File: src/rtl/adder_disp_pkg.sv
package adder_disp_pkg;

   typedef logic [6:0] seg_t;

   // all segments off, expressed in lit-high form
   localparam seg_t SEG_NONE_LIT = 7'h00;

   // number of hex digits needed for an (opw+1)-bit result
   function automatic int digit_count(input int opw);
      return (opw + 4) / 4;
   endfunction

   // true when v is a power of two (v >= 1)
   function automatic bit is_pow2(input int v);
      return (v > 0) && ((v & (v - 1)) == 0);
   endfunction

endpackage

File: src/rtl/adder_full_bit.sv
module adder_full_bit (
   input  logic a,
   input  logic b,
   input  logic ci,
   output logic s,
   output logic co
);

   // sum: odd number of ones among the three inputs, as a sum of products
   assign s = (~a & ~b &  ci) |
              (~a &  b & ~ci) |
              ( a & ~b & ~ci) |
              ( a &  b &  ci);

   // carry: at least two ones (majority), minimised sum of products
   assign co = (a & b) | (a & ci) | (b & ci);

endmodule

File: src/rtl/adder_ripple.sv
module adder_ripple #(
   parameter int OPW = 4
) (
   input  logic [OPW-1:0] a,
   input  logic [OPW-1:0] b,
   input  logic           ci,
   output logic [OPW-1:0] s,
   output logic           co
);

   if (OPW < 1) begin : g_bad_width
      $error("adder_ripple: OPW must be at least 1");
   end

   logic [OPW:0] chain;
   assign chain[0] = ci;

   for (genvar i = 0; i < OPW; i++) begin : g_bit
      adder_full_bit u_fa (
         .a  (a[i]),
         .b  (b[i]),
         .ci (chain[i]),
         .s  (s[i]),
         .co (chain[i+1])
      );
   end

   assign co = chain[OPW];

endmodule

File: src/rtl/adder_hex_glyph.sv
module adder_hex_glyph
   import adder_disp_pkg::*;
#(
   parameter bit ACTIVE_LOW = 1'b1
) (
   input  logic [3:0] nib,
   output seg_t       seg
);

   seg_t lit;   // bit set = segment lit, {g,f,e,d,c,b,a}

   always_comb begin
      case (nib)
         4'h0:    lit = 7'h3F;
         4'h1:    lit = 7'h06;
         4'h2:    lit = 7'h5B;
         4'h3:    lit = 7'h4F;
         4'h4:    lit = 7'h66;
         4'h5:    lit = 7'h6D;
         4'h6:    lit = 7'h7D;
         4'h7:    lit = 7'h07;
         4'h8:    lit = 7'h7F;
         4'h9:    lit = 7'h6F;
         4'hA:    lit = 7'h77;
         4'hB:    lit = 7'h7C;
         4'hC:    lit = 7'h39;
         4'hD:    lit = 7'h5E;
         4'hE:    lit = 7'h79;
         default: lit = 7'h71;
      endcase
   end

   if (ACTIVE_LOW) begin : g_low
      assign seg = ~lit;
   end else begin : g_high
      assign seg = lit;
   end

endmodule

File: src/rtl/adder_scan.sv
module adder_scan
   import adder_disp_pkg::*;
#(
   parameter int NUM_DIG        = 2,
   parameter int CNT_W          = 18,
   parameter bit SEG_ACTIVE_LOW = 1'b1,
   parameter bit AN_ACTIVE_LOW  = 1'b1
) (
   input  logic                 clk,
   input  logic                 rst,
   input  logic [NUM_DIG*4-1:0] digits,
   output logic [NUM_DIG-1:0]   an,
   output seg_t                 seg,
   output logic [CNT_W-1:0]     cnt
);

   localparam int   SELW      = $clog2(NUM_DIG);
   localparam seg_t SEG_BLANK = SEG_ACTIVE_LOW ? ~SEG_NONE_LIT : SEG_NONE_LIT;

   if (NUM_DIG < 2 || !is_pow2(NUM_DIG)) begin : g_bad_dig
      $error("adder_scan: NUM_DIG must be a power of two, at least 2");
   end
   if (CNT_W <= SELW) begin : g_bad_cnt
      $error("adder_scan: CNT_W must exceed the digit select width");
   end

   logic [CNT_W-1:0] cnt_q;
   logic [SELW-1:0]  sel;
   seg_t             glyph [NUM_DIG];
   logic [NUM_DIG-1:0] on_hot;
   logic [NUM_DIG-1:0] an_next;
   logic [NUM_DIG-1:0] an_rst;

   assign sel = cnt_q[CNT_W-1 -: SELW];

   for (genvar g = 0; g < NUM_DIG; g++) begin : g_dec
      adder_hex_glyph #(
         .ACTIVE_LOW (SEG_ACTIVE_LOW)
      ) u_dec (
         .nib (digits[4*g +: 4]),
         .seg (glyph[g])
      );
   end

   assign on_hot = NUM_DIG'(1) << sel;

   if (AN_ACTIVE_LOW) begin : g_an_low
      assign an_next = ~on_hot;
      assign an_rst  = ~NUM_DIG'(1);
   end else begin : g_an_high
      assign an_next = on_hot;
      assign an_rst  = NUM_DIG'(1);
   end

   always_ff @(posedge clk) begin
      if (rst) begin
         cnt_q <= '0;
         an    <= an_rst;
         seg   <= SEG_BLANK;
      end else begin
         cnt_q <= cnt_q + CNT_W'(1);
         an    <= an_next;
         seg   <= glyph[sel];
      end
   end

   assign cnt = cnt_q;

endmodule

File: src/rtl/adder_hex_display.sv
module adder_hex_display
   import adder_disp_pkg::*;
#(
   parameter int OPW            = 4,
   parameter int REFRESH_W      = 18,
   parameter bit SEG_ACTIVE_LOW = 1'b1,
   parameter bit AN_ACTIVE_LOW  = 1'b1
) (
   input  logic                          clk,
   input  logic                          rst,
   input  logic [2*OPW-1:0]              sw,
   input  logic                          cin,
   output logic [digit_count(OPW)-1:0]   an_n,
   output logic [6:0]                    seg_n
);

   localparam int NUM_DIG = digit_count(OPW);
   localparam int PADW    = NUM_DIG * 4;

   if (OPW < 4) begin : g_bad_opw
      $error("adder_hex_display: OPW must be at least 4");
   end

   logic [OPW-1:0]   op_a;
   logic [OPW-1:0]   op_b;
   logic [OPW-1:0]   sum_lo;
   logic             carry_out;
   logic [OPW:0]     sum_w;
   logic [PADW-1:0]  digits;
   logic [REFRESH_W-1:0] scan_cnt;

   assign op_a = sw[OPW-1:0];
   assign op_b = sw[2*OPW-1:OPW];

   adder_ripple #(
      .OPW (OPW)
   ) u_add (
      .a  (op_a),
      .b  (op_b),
      .ci (cin),
      .s  (sum_lo),
      .co (carry_out)
   );

   assign sum_w  = {carry_out, sum_lo};
   assign digits = PADW'(sum_w);

   adder_scan #(
      .NUM_DIG        (NUM_DIG),
      .CNT_W          (REFRESH_W),
      .SEG_ACTIVE_LOW (SEG_ACTIVE_LOW),
      .AN_ACTIVE_LOW  (AN_ACTIVE_LOW)
   ) u_scan (
      .clk    (clk),
      .rst    (rst),
      .digits (digits),
      .an     (an_n),
      .seg    (seg_n),
      .cnt    (scan_cnt)
   );

endmodule

File: config.mk
export PLATFORM = sky130hd
export DESIGN_NAME = adder_hex_display
export DESIGN_NICKNAME = d
export VERILOG_FILES = /design/src/rtl/adder_disp_pkg.sv /design/src/rtl/adder_full_bit.sv /design/src/rtl/adder_ripple.sv /design/src/rtl/adder_hex_glyph.sv /design/src/rtl/adder_scan.sv /design/src/rtl/adder_hex_display.sv
export SDC_FILE = /design/constraint.sdc
export NUM_CORES = 1
export LEC_CHECK = 0
export BUFFER_PORTS_ARGS = -buffer_cell sky130_fd_sc_hd__buf_2
export CORE_ASPECT_RATIO = 0.75
export CORE_MARGIN = 2
export CORE_UTILIZATION = 25
export DETAILED_ROUTE_END_ITERATION = 10
export GPL_TIMING_DRIVEN = 0
export PLACE_DENSITY = 0.4
export SETUP_SLACK_MARGIN = 0.15
export SLEW_MARGIN = 20
export SYNTH_ARGS = -nofsm -noshare
export SYNTH_HDL_FRONTEND = slang
export SYNTH_SLANG_ARGS = --single-unit
File: constraint.sdc
create_clock -name clk -period 3.1 [get_ports clk]
set_input_delay 0.62 -clock clk [delete_from_list [all_inputs] [get_ports clk]]
set_output_delay 0.62 -clock clk [all_outputs]
set_load 0.03 [all_outputs]
; Word level (Yosys, flattened, before mapping)
; Memories as Yosys holds them, arrays and structs flattened.
; Cells that the tools add are included.
[classes]
addsub = 1
order_cmp = 1
shifts = 1
n_mux = 3
n_bitwise = 76
[op_table]
columns = op, count
row1 = 1-bit AND, 40
row2 = 7-bit two-way mux, 3
row3 = 1-bit bitwise OR, 20
row4 = 18-bit by 1-bit adder with 18-bit output (second input constant), 1
row5 = 7-bit inverter, 2
row6 = 1-bit inverter, 12
row7 = 2-bit greater-or-equal comparator (second input constant), 1
row8 = 1-bit inverter with 2-bit output, 1
row9 = 2-bit inverter, 1
row10 = 1-bit by 1-bit << shifter with 2-bit output (first input constant), 1
[totals]
register_bits = 27
romBits = 224
inputBits = 11
output_inout_bits = 9
elab_cells = 87
mem_count = 2
[mem_list]
columns = name, depth, width, rd, rd_ports_with_merged_regs, wr, line
row1 = (name not given), 16, 7, 1, 0, 0, adder_hex_glyph.sv:13  ; case (nib)
row2 = (name not given), 16, 7, 1, 0, 0, adder_hex_glyph.sv:13

; Logic depth before layout (Yosys ltp)
; An unclocked memory read counts as a cell.
[depth]
word_depth = 19
depth_mapped = 11
ltp_nobuf = 10

; Modules after synthesis
; From an unflattened synthesis, not the netlist that was laid out.
[hier_totals]
hier_cells = 180
hier_area_um2 = 1686.6
[modules_own_cells]
columns = module, instances, cells_per_inst, area_each_um2
row1 = adder_scan, 1, 113, 1097.3
row2 = adder_hex_glyph, 2, 31, 252.7
row3 = adder_full_bit, 4, 1, 20.0
row4 = adder_hex_display, 1, 1, 3.8

; Worst setup path before layout
; Ideal clock, no wire load.
[synth_timing]
path_type = input-to-reg
from = in sw[0]
to = reg u_scan.seg[4]
setup_time_ns = 0.119
t_arrival_ns = 2.954
t_required_ns = 2.981
slack_ns = 0.027
stages = 11
path_buffers = 1
cell_sequence = inv_1 > fa_1 > fa_1 > fa_1 > inv_1 > fa_1 > buf_2 > nand2_1 > o21ai_0 > a211oi_1 > o21bai_1
[synth_via]
elab_chain_len = 19
word_cells_on_any_way = 58
classes_between = mux: 3 / bitwise: 53 / memory: 2
[synth_rtl]
columns = item, line
row1 = from (decl), adder_hex_display.sv:11  ; input logic [2*OPW-1:0] sw,
row2 = "1-bit AND, on equally long branches", "adder_full_bit.sv:13, adder_full_bit.sv:16"
row3 = 1-bit bitwise OR (2 in series), adder_full_bit.sv:16  ; assign co = (a & b) | (a & ci) | (b & ci);
row4 = 1-bit AND, adder_full_bit.sv:16
row5 = 1-bit bitwise OR (2 in series), adder_full_bit.sv:16
row6 = 1-bit AND, adder_full_bit.sv:16
row7 = 1-bit bitwise OR (2 in series), adder_full_bit.sv:16
row8 = 1-bit inverter, "adder_full_bit.sv:11, adder_full_bit.sv:12"
row9 = 1-bit AND, adder_full_bit.sv:11  ; (~a & b & ~ci) |
row10 = 1-bit bitwise OR, adder_full_bit.sv:10  ; assign s = (~a & ~b & ci) |
row11 = 1-bit bitwise OR, adder_full_bit.sv:11
row12 = 1-bit bitwise OR, adder_full_bit.sv:12  ; ( a & ~b & ~ci) |
row13 = memory 16 x 7 bit, n/a
row14 = 7-bit inverter, adder_hex_glyph.sv:34  ; assign seg = ~lit;
row15 = 7-bit two-way mux (implied by the code) * (3 in series), adder_scan.sv:63  ; seg <= glyph[sel];
row16 = to (signal assigned), adder_scan.sv:63
row17 = to (decl), adder_scan.sv:13  ; output seg_t seg,
; Mark *: on every way between the ends. The rest lies on a longest branch, timed or not. The select of a mux whose other input is x is not followed.
; A chain may end at the register's enable or synchronous reset.

; Worst setup path after layout
[layout_timing]
from = in sw[0]
to = reg u_scan.seg[5]
; Same word-level chain as after synthesis.

==> flow_summary.toml <==
[synth]
async_flop_share = 0
syn_nets = 175
synth_cell_types = 37
synth-seq-area-share = 0.373
netlist.area_leader.share = 0.373
synth_area_leaders = "dfxtp_1 37%, ha_1 6.0%, fa_1 5.5%, xnor2_1 4.8%, nor2_1 4.7%"
netlist_instances = 153
syn_area_mm2 = 0.00145
synth_ff_type = "dfxtp_1"
synth_seq_cells = 27
synth_area_leader_cell = "dfxtp_1"
ys_warn_count = 0
yosysMostFrequentCell = "dfxtp_1"
synthTopCellsByCount = "27 x dfxtp_1, 18 x nor2_1, 16 x inv_1"
synth_edf_count = 0
synth_area_per_cell_um2 = 9.48

[power]
pwr_density_cell_mw_per_mm2 = 463
ir_drop_mv = 0.117
leakage_nw = 0.705
total_power_w = 0.000793

[die]
num_io_pins = 20
start_util = 0.265
die_y_um = 70.0
die_area_mm2 = 0.00643
die_width_um = 91.9
core-area_mm2 = 0.00547
row_count = 23

[clocking]
cts_inserted_buffers = 3
holdBufCountCts = 0
clk_pin_slew_worst_paths_ps = 90
clk_latency_ps = 270
cts.sinks = 27
htreeDepth = 1
clock_tree.root_cell = "clkbuf_8"
cts_buffer_depth = 2
cts_tree = "built"

[placed_design]
gp_congestion = 0.793
hpwl_um = 2150
placed_area_mm2 = 0.00165
dpl_worst_slack_ps = -168
io_buffers = 18

[critical_path]
endpoint_kind = "flop"
crit_top_cell = "fa_2"
crit_type = "in2reg"
worstPathCellList = "buf_2, inv_1, fa_2, fa_2, fa_2, inv_2, fa_2, buf_4, nand2b_1, a21oi_2, nor3_1, o21bai_1"
slowest_delay_ps = 470
ff2ff_path_depth = 5
r2r-end = "u_scan.cnt[16]"
path_max_fanout = 3
regToRegSetupSlack_ps = 1590
critPathRequiredTime_ps = 3300
r2r_start = "u_scan.cnt[0]"
cp-start-kind = "input pin"
worstPathArrival_ps = 3060
slowest_stage = "fa_2"

[grt]
antenna_found_initial = 0
grt_pass1_vias = 1042
grt_pass1_wl_um = 4930
grt_util_all_layers = 0.0954
grt_overflow = 0
grt_max_degree = 15

[final_layout]
finalNetCount = 199
fin_area_mm2 = 0.00171
post-route-util = 0.313
drive_gt1_frac = 0.239
fill_cells = 585
synthToLayoutAreaGrowth_pct = 18.0
antenna_cells = 0

[sta]
slew_headroom = 0.709
min_period_ps = 2850
slew_viol_final = 0
rsz0062_at_grt = "no"
layout_setup_ws_ps = 248
fmax_mhz = 351
finalClockSkew_ps = 1.89
fin_crit_sh = 0.920
tns_ps = 0
hold_viol = 0
max_slew.worst_pin.slew_ps = 436
finalSetupViolCount = 0

[detailed_routing]
viasPerCell = 4.30
antenna_left = 0
drt_wl_total_um = 2810
drt_pass1_iterations = 4
drc = 0
initialDrtViolationCount = 30
wl_per_cell_um = 11.2
routed-via-count = 1079

[run]
cap_violations = 0

[min_path]
worstHoldStart = "u_scan.cnt[0]"
hold_depth = 1
hold_end = "u_scan.cnt[0]"
holdCritPathClass = "reg2reg"

[outcome]
status = "complete, no violations"
==> metal layers <==
layer  track usage  wire, µm
met5             0         0
met4        0.0249        18
met3        0.0291        91
met2         0.143      1230
met1         0.133      1460
==> worst max path at each step <==
stage | start | slack (ps) | to | cells after the start
floorplan | sw[0] | 160 | u_scan.seg[4] | 11
global placement | sw[0] | -150 | u_scan.seg[4] | 12
detailed placement | sw[0] | -170 | u_scan.seg[4] | 12
CTS | sw[0] | 160 | u_scan.seg[4] | 12
global route | sw[0] | 130 | u_scan.seg[5] | 12
finish | sw[0] | 250 | u_scan.seg[5] | 12
==> power breakdown <==
group	leakage (nW)	total (W)	internal [W]	switching, W
registers	0.221	0.000375	0.000368	0.00000715
logic	0.461	0.000223	0.0000911	0.000132
clock network	0.0228	0.000195	0.0000920	0.000103
==> cells in the final DEF (no fill, tap or decap), types with 2 or more instances in the layout <==
cell type / instances
dfxtp_1: 27
nor2_1: 18
buf_2: 18
inv_1: 15
xnor2_1: 8
nand3_1: 7
nor3_1: 7
ha_1: 7
a21oi_1: 6
clkbuf_1: 5
nand2_1: 5
nor2b_1: 5
o21bai_1: 4
o21ai_0: 4
fa_2: 4
clkbuf_8: 3
nand4_4: 2
nor2_4: 2
nor4_4: 2
mux2_4: 2
or3_1: 2
xor2_1: 2
==> logic make-up after synthesis <==
| kind of cell | after synthesis | share of synthesized area |
|---|---|---|
| DFF | 27 | 0.373 |
| and+or+nand+nor | 55 | 0.239 |
| AOI/OAI and AO/OA | 22 | 0.0958 |
| xor gates and xnor gates | 10 | 0.0604 |
| adders and majority gates | 11 | 0.116 |
| buffers and inverters | 22 | 0.0578 |
| muxes | 6 | 0.0587 |
==> flip-flops by register name (all words and copies together) (netlist names) <==
register / count
u_scan.an: 2
u_scan.cnt: 18
u_scan.seg: 7
==> worst max-delay path, delay by kind of cell <==
family / cells / cell delay [ps]
AO/OA/AOI/OAI: 2 / 300
adder cells (fa/ha/maj): 4 / 1530
buffers and inverters: 4 / 360
AND/OR/NAND/NOR: 2 / 240
==> cell type report <==
type / instances / area [µm²] / share of cell area
plain buffers: 6 / 30.0 / 0.0175
clock buffers: 4 / 45.0 / 0.0263
inverters: 16 / 60.1 / 0.0351
multi-input cells: 104 / 845 / 0.493
flip-flops and latches: 27 / 541 / 0.316
well taps: 75 / 93.8 / 0.0548
repair buffers: 19 / 97.6 / 0.0570
==> repair_timing <==
item | 4_1_cts | 5_1_grt
resized for setup | 1 | 5
endpoints found under the setup margin | 1 | 3
setup buffers | 1 | 0
pin swaps | 2 | 3
==> through the flow <==
step | hold WS [ps] | std cells
final | 463 | 251
after global routing | 492 | 251
after CTS | 467 | 251
after detailed placement | 449 | 246
after global placement | 435 | 246
after floorplan | 418 | 153
Power figures use the tool's default switching activity.
